`src/rtl/warp_reconv_pkg.sv`:
```
package warp_reconv_pkg;
    parameter int unsigned LANES  = 32;
    parameter int unsigned PC_W   = 22;
    parameter int unsigned KIND_W = 3;
    parameter int unsigned CODE_W = 2;

    typedef enum logic [KIND_W-1:0] {
        ENT_NONE     = 3'd0,
        ENT_BRANCH   = 3'd1,
        ENT_CALL     = 3'd2,
        ENT_CALL_LIM = 3'd3,
        ENT_PREBRK   = 3'd4,
        ENT_QUADON   = 3'd5,
        ENT_JOINAT   = 3'd6,
        ENT_RSVD     = 3'd7
    } ent_kind_e;

    typedef enum logic [CODE_W-1:0] {
        TS_LIVE   = 2'd0,
        TS_BREAK  = 2'd1,
        TS_RETURN = 2'd2,
        TS_EXIT   = 2'd3
    } thr_code_e;

    typedef enum logic [1:0] {
        U_IDLE  = 2'd0,
        U_RUN   = 2'd1,
        U_DRAIN = 2'd2,
        U_FAULT = 2'd3
    } unit_state_e;

    typedef struct packed {
        logic [KIND_W-1:0] kind;
        logic [PC_W-1:0]   pc;
        logic [LANES-1:0]  mask;
    } stack_ent_t;
endpackage

```
`src/rtl/warp_reconv_lifo.sv`:
```
module warp_reconv_lifo
    import warp_reconv_pkg::*;
#(
    parameter int unsigned DEPTH = 16,
    localparam int unsigned CNT_W = $clog2(DEPTH + 1),
    localparam int unsigned IDX_W = (DEPTH > 1) ? $clog2(DEPTH) : 1
) (
    input  logic             clk,
    input  logic             rst_n,
    input  logic             clear,
    input  logic             push,
    input  logic             pop,
    input  stack_ent_t       push_ent,
    output stack_ent_t       top_ent,
    output logic [CNT_W-1:0] count,
    output logic             full,
    output logic             empty
);
    stack_ent_t       slots [DEPTH];
    logic [CNT_W-1:0] cnt_q;
    logic [IDX_W-1:0] wr_idx;
    logic [IDX_W-1:0] rd_idx;

    assign full   = (cnt_q == CNT_W'(DEPTH));
    assign empty  = (cnt_q == '0);
    assign wr_idx = IDX_W'(cnt_q);
    assign rd_idx = IDX_W'(cnt_q - CNT_W'(1));

    always_ff @(posedge clk) begin
        if (push && !full && !clear) begin
            slots[wr_idx] <= push_ent;
        end
    end

    always_ff @(posedge clk or negedge rst_n) begin
        if (!rst_n) begin
            cnt_q <= '0;
        end else if (clear) begin
            cnt_q <= '0;
        end else if (push && !full) begin
            cnt_q <= cnt_q + CNT_W'(1);
        end else if (pop && !empty) begin
            cnt_q <= cnt_q - CNT_W'(1);
        end
    end

    assign top_ent = empty ? '0 : slots[rd_idx];
    assign count   = cnt_q;
endmodule

```
`src/rtl/warp_reconv_thr.sv`:
```
module warp_reconv_thr
    import warp_reconv_pkg::*;
(
    input  logic                    clk,
    input  logic                    rst_n,
    input  logic                    clear_all,
    input  logic [LANES-1:0]        set_mask,
    input  logic [CODE_W-1:0]       set_code,
    input  logic                    pop_en,
    input  logic [KIND_W-1:0]       pop_kind,
    input  logic [LANES-1:0]        pop_mask,
    output logic [CODE_W*LANES-1:0] state_vec,
    output logic [LANES-1:0]        exit_after
);
    logic revive_ret;
    logic revive_brk;

    assign revive_ret = pop_en && ((pop_kind == ENT_CALL) || (pop_kind == ENT_CALL_LIM));
    assign revive_brk = pop_en && (pop_kind == ENT_PREBRK);

    for (genvar t = 0; t < LANES; t++) begin : g_lane
        logic [CODE_W-1:0] code_q;
        logic [CODE_W-1:0] code_set;
        logic [CODE_W-1:0] code_d;

        assign code_set = set_mask[t] ? set_code : code_q;

        always_comb begin
            code_d = code_set;
            if (pop_mask[t] &&
                ((revive_ret && code_set == TS_RETURN) ||
                 (revive_brk && code_set == TS_BREAK))) begin
                code_d = TS_LIVE;
            end
            if (clear_all) begin
                code_d = TS_LIVE;
            end
        end

        always_ff @(posedge clk or negedge rst_n) begin
            if (!rst_n) begin
                code_q <= TS_LIVE;
            end else begin
                code_q <= code_d;
            end
        end

        assign state_vec[CODE_W*t +: CODE_W] = code_q;
        assign exit_after[t] = (code_set == TS_EXIT);
    end
endmodule

```
`src/rtl/warp_reconv_stack.sv`:
```
module warp_reconv_stack
    import warp_reconv_pkg::*;
#(
    parameter int unsigned DEPTH = 16,
    localparam int unsigned CNT_W = $clog2(DEPTH + 1)
) (
    input  logic                    clk,
    input  logic                    rst_n,
    input  logic                    launch,
    input  logic [PC_W-1:0]         launch_pc,
    input  logic [LANES-1:0]        launch_mask,
    input  logic                    br_valid,
    input  logic [LANES-1:0]        br_cond,
    input  logic [PC_W-1:0]         br_target,
    input  logic [PC_W-1:0]         br_next_pc,
    input  logic                    push_valid,
    input  logic [PC_W-1:0]         push_pc,
    input  logic [KIND_W-1:0]       push_type,
    input  logic                    done_valid,
    input  logic [CODE_W-1:0]       done_kind,
    output logic [PC_W-1:0]         pc,
    output logic [LANES-1:0]        active_mask,
    output logic [CNT_W-1:0]        depth,
    output logic                    stack_empty,
    output logic                    stack_full,
    output logic                    overflow,
    output logic                    underflow,
    output logic [CODE_W*LANES-1:0] thread_state,
    output logic                    running
);
    unit_state_e       st_q, st_d;
    logic [PC_W-1:0]   pc_q, pc_d;
    logic [LANES-1:0]  mask_q, mask_d;
    logic              ovf_q, ovf_d;
    logic              unf_q, unf_d;

    logic              lifo_push, lifo_pop, lifo_clear;
    stack_ent_t        push_ent, top_ent;
    logic [CNT_W-1:0]  lifo_cnt;
    logic              lifo_full, lifo_empty;

    logic [LANES-1:0]  set_mask;
    logic [LANES-1:0]  exit_after;
    logic [LANES-1:0]  restored;
    logic [LANES-1:0]  taken, not_taken;

    // completion codes are written only for a completion accepted in RUN
    assign set_mask  = (!launch && st_q == U_RUN && done_valid && done_kind != '0) ? mask_q : '0;
    assign restored  = top_ent.mask & ~exit_after;
    assign taken     = mask_q & br_cond;
    assign not_taken = mask_q & ~br_cond;

    warp_reconv_lifo #(.DEPTH(DEPTH)) u_lifo (
        .clk      (clk),
        .rst_n    (rst_n),
        .clear    (lifo_clear),
        .push     (lifo_push),
        .pop      (lifo_pop),
        .push_ent (push_ent),
        .top_ent  (top_ent),
        .count    (lifo_cnt),
        .full     (lifo_full),
        .empty    (lifo_empty)
    );

    warp_reconv_thr u_thr (
        .clk        (clk),
        .rst_n      (rst_n),
        .clear_all  (lifo_clear),
        .set_mask   (set_mask),
        .set_code   (done_kind),
        .pop_en     (lifo_pop),
        .pop_kind   (top_ent.kind),
        .pop_mask   (top_ent.mask),
        .state_vec  (thread_state),
        .exit_after (exit_after)
    );

    // next state and datapath controls
    always_comb begin
        st_d       = st_q;
        pc_d       = pc_q;
        mask_d     = mask_q;
        ovf_d      = ovf_q;
        unf_d      = unf_q;
        lifo_push  = 1'b0;
        lifo_pop   = 1'b0;
        lifo_clear = 1'b0;
        push_ent   = '0;
        if (launch) begin
            st_d       = U_RUN;
            pc_d       = launch_pc;
            mask_d     = launch_mask;
            ovf_d      = 1'b0;
            unf_d      = 1'b0;
            lifo_clear = 1'b1;
        end else begin
            unique case (st_q)
                U_RUN: begin
                    if (done_valid) begin
                        if (lifo_empty) begin
                            unf_d  = 1'b1;
                            mask_d = '0;
                            st_d   = U_FAULT;
                        end else begin
                            lifo_pop = 1'b1;
                            pc_d     = top_ent.pc;
                            mask_d   = restored;
                            st_d     = (restored != '0) ? U_RUN : U_DRAIN;
                        end
                    end else if (br_valid) begin
                        if (taken == '0) begin
                            pc_d = br_next_pc;
                        end else if (not_taken == '0) begin
                            pc_d = br_target;
                        end else if (lifo_full) begin
                            ovf_d  = 1'b1;
                            mask_d = '0;
                            st_d   = U_FAULT;
                        end else begin
                            lifo_push = 1'b1;
                            push_ent  = '{kind: push_type, pc: br_next_pc, mask: not_taken};
                            pc_d      = br_target;
                            mask_d    = taken;
                        end
                    end else if (push_valid) begin
                        if (lifo_full) begin
                            ovf_d  = 1'b1;
                            mask_d = '0;
                            st_d   = U_FAULT;
                        end else begin
                            lifo_push = 1'b1;
                            push_ent  = '{kind: push_type, pc: push_pc, mask: mask_q};
                        end
                    end
                end
                U_DRAIN: begin
                    if (lifo_empty) begin
                        mask_d = '0;
                        st_d   = U_IDLE;
                    end else begin
                        lifo_pop = 1'b1;
                        pc_d     = top_ent.pc;
                        mask_d   = restored;
                        st_d     = (restored != '0) ? U_RUN : U_DRAIN;
                    end
                end
                U_IDLE: begin
                end
                U_FAULT: begin
                end
            endcase
        end
    end

    // state register
    always_ff @(posedge clk or negedge rst_n) begin
        if (!rst_n) begin
            st_q <= U_IDLE;
        end else begin
            st_q <= st_d;
        end
    end

    // output registers
    always_ff @(posedge clk or negedge rst_n) begin
        if (!rst_n) begin
            pc_q   <= '0;
            mask_q <= '0;
            ovf_q  <= 1'b0;
            unf_q  <= 1'b0;
        end else begin
            pc_q   <= pc_d;
            mask_q <= mask_d;
            ovf_q  <= ovf_d;
            unf_q  <= unf_d;
        end
    end

    assign pc          = pc_q;
    assign active_mask = mask_q;
    assign depth       = lifo_cnt;
    assign stack_empty = lifo_empty;
    assign stack_full  = lifo_full;
    assign overflow    = ovf_q;
    assign underflow   = unf_q;
    assign running     = (st_q == U_RUN);
endmodule

```
`config.mk`:
```
export PLATFORM = sky130hd
export DESIGN_NAME = warp_reconv_stack
export DESIGN_NICKNAME = d
export VERILOG_FILES = /design/src/rtl/warp_reconv_pkg.sv /design/src/rtl/warp_reconv_lifo.sv /design/src/rtl/warp_reconv_thr.sv /design/src/rtl/warp_reconv_stack.sv
export SDC_FILE = /design/constraint.sdc
export NUM_CORES = 1
export LEC_CHECK = 0
export ABC_AREA = 1
export CORE_ASPECT_RATIO = 2
export CORE_MARGIN = 5
export CORE_UTILIZATION = 59
export DETAILED_ROUTE_END_ITERATION = 8
export PLACE_DENSITY = 0.8
export SYNTH_ARGS = -nofsm -noshare
export SYNTH_HDL_FRONTEND = slang
export SYNTH_SLANG_ARGS = --single-unit
```
`constraint.sdc`:
```
create_clock -name clk -period 7.5 [get_ports clk]
set_clock_uncertainty 0.2 [all_clocks]
set_input_delay 0.75 -clock clk [delete_from_list [all_inputs] [get_ports clk]]
set_output_delay 0.75 -clock clk [all_outputs]
set_load 0.01 [all_outputs]
```
==> flow_summary.toml <==
[global_routing]
grt_antenna_before_repair = 1
use_met1 = 0.378
first_global_vias = 33200
global_route.overflow_total = 0
busiest_layer_in_global_routing = "met2"
grt_pass1_wl_um = 196000
grtUsageMet2 = 0.530
grt_util_met3 = 0.0612
gr-usage-all-layers = 0.314
grt_max_degree = 100

[synthesis]
post_synth_num_cell_types = 33
post_synth_instance_area_mm2 = 0.0452
synth_largest_area_cell = "edfxtp_1"
synth_top_cells_by_count = "nand2_1 (1048), edfxtp_1 (912), nand3_1 (611), nor2_1 (337), o21ai_0 (286)"
synth.top_cells.by_area = "edfxtp_1 (61%), nand2_1 (8.7%), dfrtp_1 (7.0%)"
postSynth.topFlopCell = "edfxtp_1"
ys.warnings.count = 0
synth-edff-count = 912
avg_inst_size_synth_um2 = 10.8
synthDominantCellAreaShare = 0.606
synthesis.nets = 4364
synth_cells = 4194
synth_sequential_area_ratio = 0.677
yosys.cell_count.top_type = "nand2_1"
ys_ff_latch = 1039
postSynth.asyncResetShare = 0.122

[clock_tree]
cts_tree = "built"
clock_tree.htree_level_count = 3
clk_pin_slew_worst_paths_ns = 0.07
clock_sink_count = 1039
ctsLongestPathBuffers = 3
cts_inserted_buffers = 86
insertion_delay_ns = 0.67
cts-root-buf = "clkbuf_16"

[setup_path]
crit_slowest_cell = "nor2_4"
worst-endpoint-required_ns = 7.61
setup.worst_path.class = "reg -> reg"
worstSetupEndpointType = "flip-flop"
critical_path.cell_chain = "inv_8 > ha_4 > nand3_1 > inv_2 > nor2_1 > nand2_4 > inv_1 > nand2_1 > nor2_4 > buf_4"
timing.critical_path.arrival_ns = 5.08
worst_path_dominant_cell_family = "simple AND/OR/NAND/NOR gates"
worst_setup_path_start_kind = "flip-flop"
cpPeakStageDelay_ns = 0.99
cp.buffers_inverters = 4
critical_path_peak_fanout = 72

[timing]
minimum_clock_period_after_layout_ns = 4.97
grt_setup_unrepaired = "false"
max-slew-margin-rel = 0.0690
finalSetupViolations = 0
slew_violations = 0
finalHoldViolations = 0
fmax_mhz = 201
setup_slack_ns = 2.53
min_period_over_period = 0.663
timing_worst_slew_pin_value_ns = 1.40
totalNegativeSetupSlack_ns = 0

[power]
power_switching_share = 0.405
worst_ir_drop_vdd_mv = 0.296
cell_internal_pwr_mw = 11.3
comb_power_share = 0.392
clock_power_frac = 0.238
powerDensity_mw_per_mm2 = 368
seq_power_share = 0.370
power.switching_mw = 7.72
leakagePower_nw = 18.7
finalPower_mw = 19.0

[final_layout]
fillerInstances = 5390
fraction_of_final_layout_cells_sized_beyond_drive_strength_1 = 0.0618
design.final.nets = 4571
syn_to_final_growth_pct = 14.5
fin_cells = 5485

[outcome]
status = "completed"

[floorplanning]
floorplan.core_area_mm2 = 0.0760
die_height_um = 401
boundaryPins = 291
floorplan.die_area_mm2 = 0.0825
initial_utilization = 0.594
number_of_standard_cell_rows_in_the_floorplan = 143
die_width_um = 206

[placement]
numPortBuffers = 290
gpl.final_weighted_congestion = 0.932
worst_slack_after_detailed_placement_ns = 2.49
placedCellCount = 5327
detailed_placement_hpwl_um = 82600

[job]
max_cap_violations = 0

[routing]
route.antenna.remaining_nets = 0
first_pass_iters = 6
drt_iter0_drc = 3980
vias_per_cell = 6.21
finalWirelength_um = 133000
route.detailed.wl_per_inst_um = 24.2
drcViolationCount = 0
dr_total_vias = 34100

[min_path]
timing.hold.worst.class = "reg -> reg"
[timing repair]
item                                   4_1_cts  5_1_grt
hold buffers                                 1        0
endpoints found under the hold margin       59        0
resized for setup                            0        0
setup buffers                                0        0
[per-stage QoR]
stage	utilization	hold WS [ns]	instance area (um^2)
finish	0.680	0.299	51700
global route	0.680	0.327	51700
CTS	0.680	0.299	51700
detailed placement	0.643	0.281	48900
global placement	0.643	0.277	48900
floorplan	-	0.254	45200
[cell type report]
cell class,count,area [um^2],share of cell area
flip-flops and latches,1039,30600,0.591
multi-input cells,2702,12700,0.245
repair buffers,395,3710,0.0718
clock buffers,108,2330,0.0450
well taps,1015,1270,0.0246
inverters,177,682,0.0132
clock inverters,47,469,0.00907
diodes,2,5.00,0.0000968
[power groups by stage]
stage                     combinational, mW  clock [mW]  sequential (mW)
final                                  7.46        4.53             7.04
after global routing                   8.03        4.80             7.06
after floorplan                        4.54           0             7.07
after detailed placement               7.31           0             7.15
after global placement                 7.22           0             7.14
after CTS                              7.36        4.56             7.03
[sequential cells by signal, summed over array words and instances, names as in the netlist]
signal	count
u_thr.g_lane.code_q	64
pc	22
active_mask	32
st_q	2
u_lifo.slots	912
underflow	1
u_lifo.count	5
overflow	1
[path summary, 6_finish.rpt]
check	start	to	slack, ns	cells past startpoint
max in group asynchronous	rst_n	u_lifo.count[0]$_DFFE_PN0P_	5.01	3
worst min register to register	underflow$_DFFE_PN0P_	underflow$_DFFE_PN0P_	0.30	2
worst max-delay path	u_lifo.count[0]$_DFFE_PN0P_	u_lifo.slots[2][54]$_DFFE_PP_	2.53	10
worst max register to register	u_lifo.count[0]$_DFFE_PN0P_	u_lifo.slots[2][54]$_DFFE_PP_	2.53	10
worst min-delay path	underflow$_DFFE_PN0P_	underflow$_DFFE_PN0P_	0.30	2
min in group asynchronous	rst_n	u_thr.g_lane[18].code_q[1]$_DFF_PN0_	0.46	2
[layer usage]
metal	wire length, um	share of wire
met4	8100	0.061
met1	45300	0.34
met2	66300	0.50
met5	0	0
met3	12900	0.098
[cell usage in the layout (no fill, tap or decap), types with 2 or more instances in the layout]
cell and instances:
a211oi_1 31, a21oi_1 45, buf_12 2, buf_4 102, bufinv_16 8, clkbuf_1 16, clkbuf_16 89, clkbuf_8 3
clkdlybuf4s50_1 288, clkinv_1 13, clkinv_2 9, clkinv_4 2, clkinvlp_4 10, dfrtp_1 126, diode_2 2, edfxtp_1 912
ha_1 6, inv_1 168, inv_2 5, inv_4 2, inv_6 4, inv_8 2, nand2_1 1045, nand2_2 3
nand2_4 3, nand3_1 611, nand4_1 41, nor2_1 319, nor2_2 4, nor2_4 18, nor3_4 2, nor4_1 2
o211ai_1 76, o21ai_0 286, o21ai_1 50, o221ai_1 32, o22ai_1 116, xor2_1 5
[cell families after synthesis]
family | after synthesis | share of synthesized area
buffers and inverters | 453 | 0.0466
DFF | 1039 | 0.677
and+or+nand+nor | 2051 | 0.191
adders and majority gates | 7 | 0.00194
AOI/OAI and AO/OA | 639 | 0.0828
xor gates and xnor gates | 5 | 0.000970
[worst reg2reg max path: stages, from the launching register on]
cell,delay (ns)
dfrtp_4,0.84
inv_8,0.30
ha_4,0.31
nand3_1,0.22
inv_2,0.36
nor2_1,0.30
nand2_4,0.09
inv_1,0.16
nand2_1,0.28
nor2_4,0.99
buf_4,0.56
Note: power is estimated with default switching activity, not from simulation.
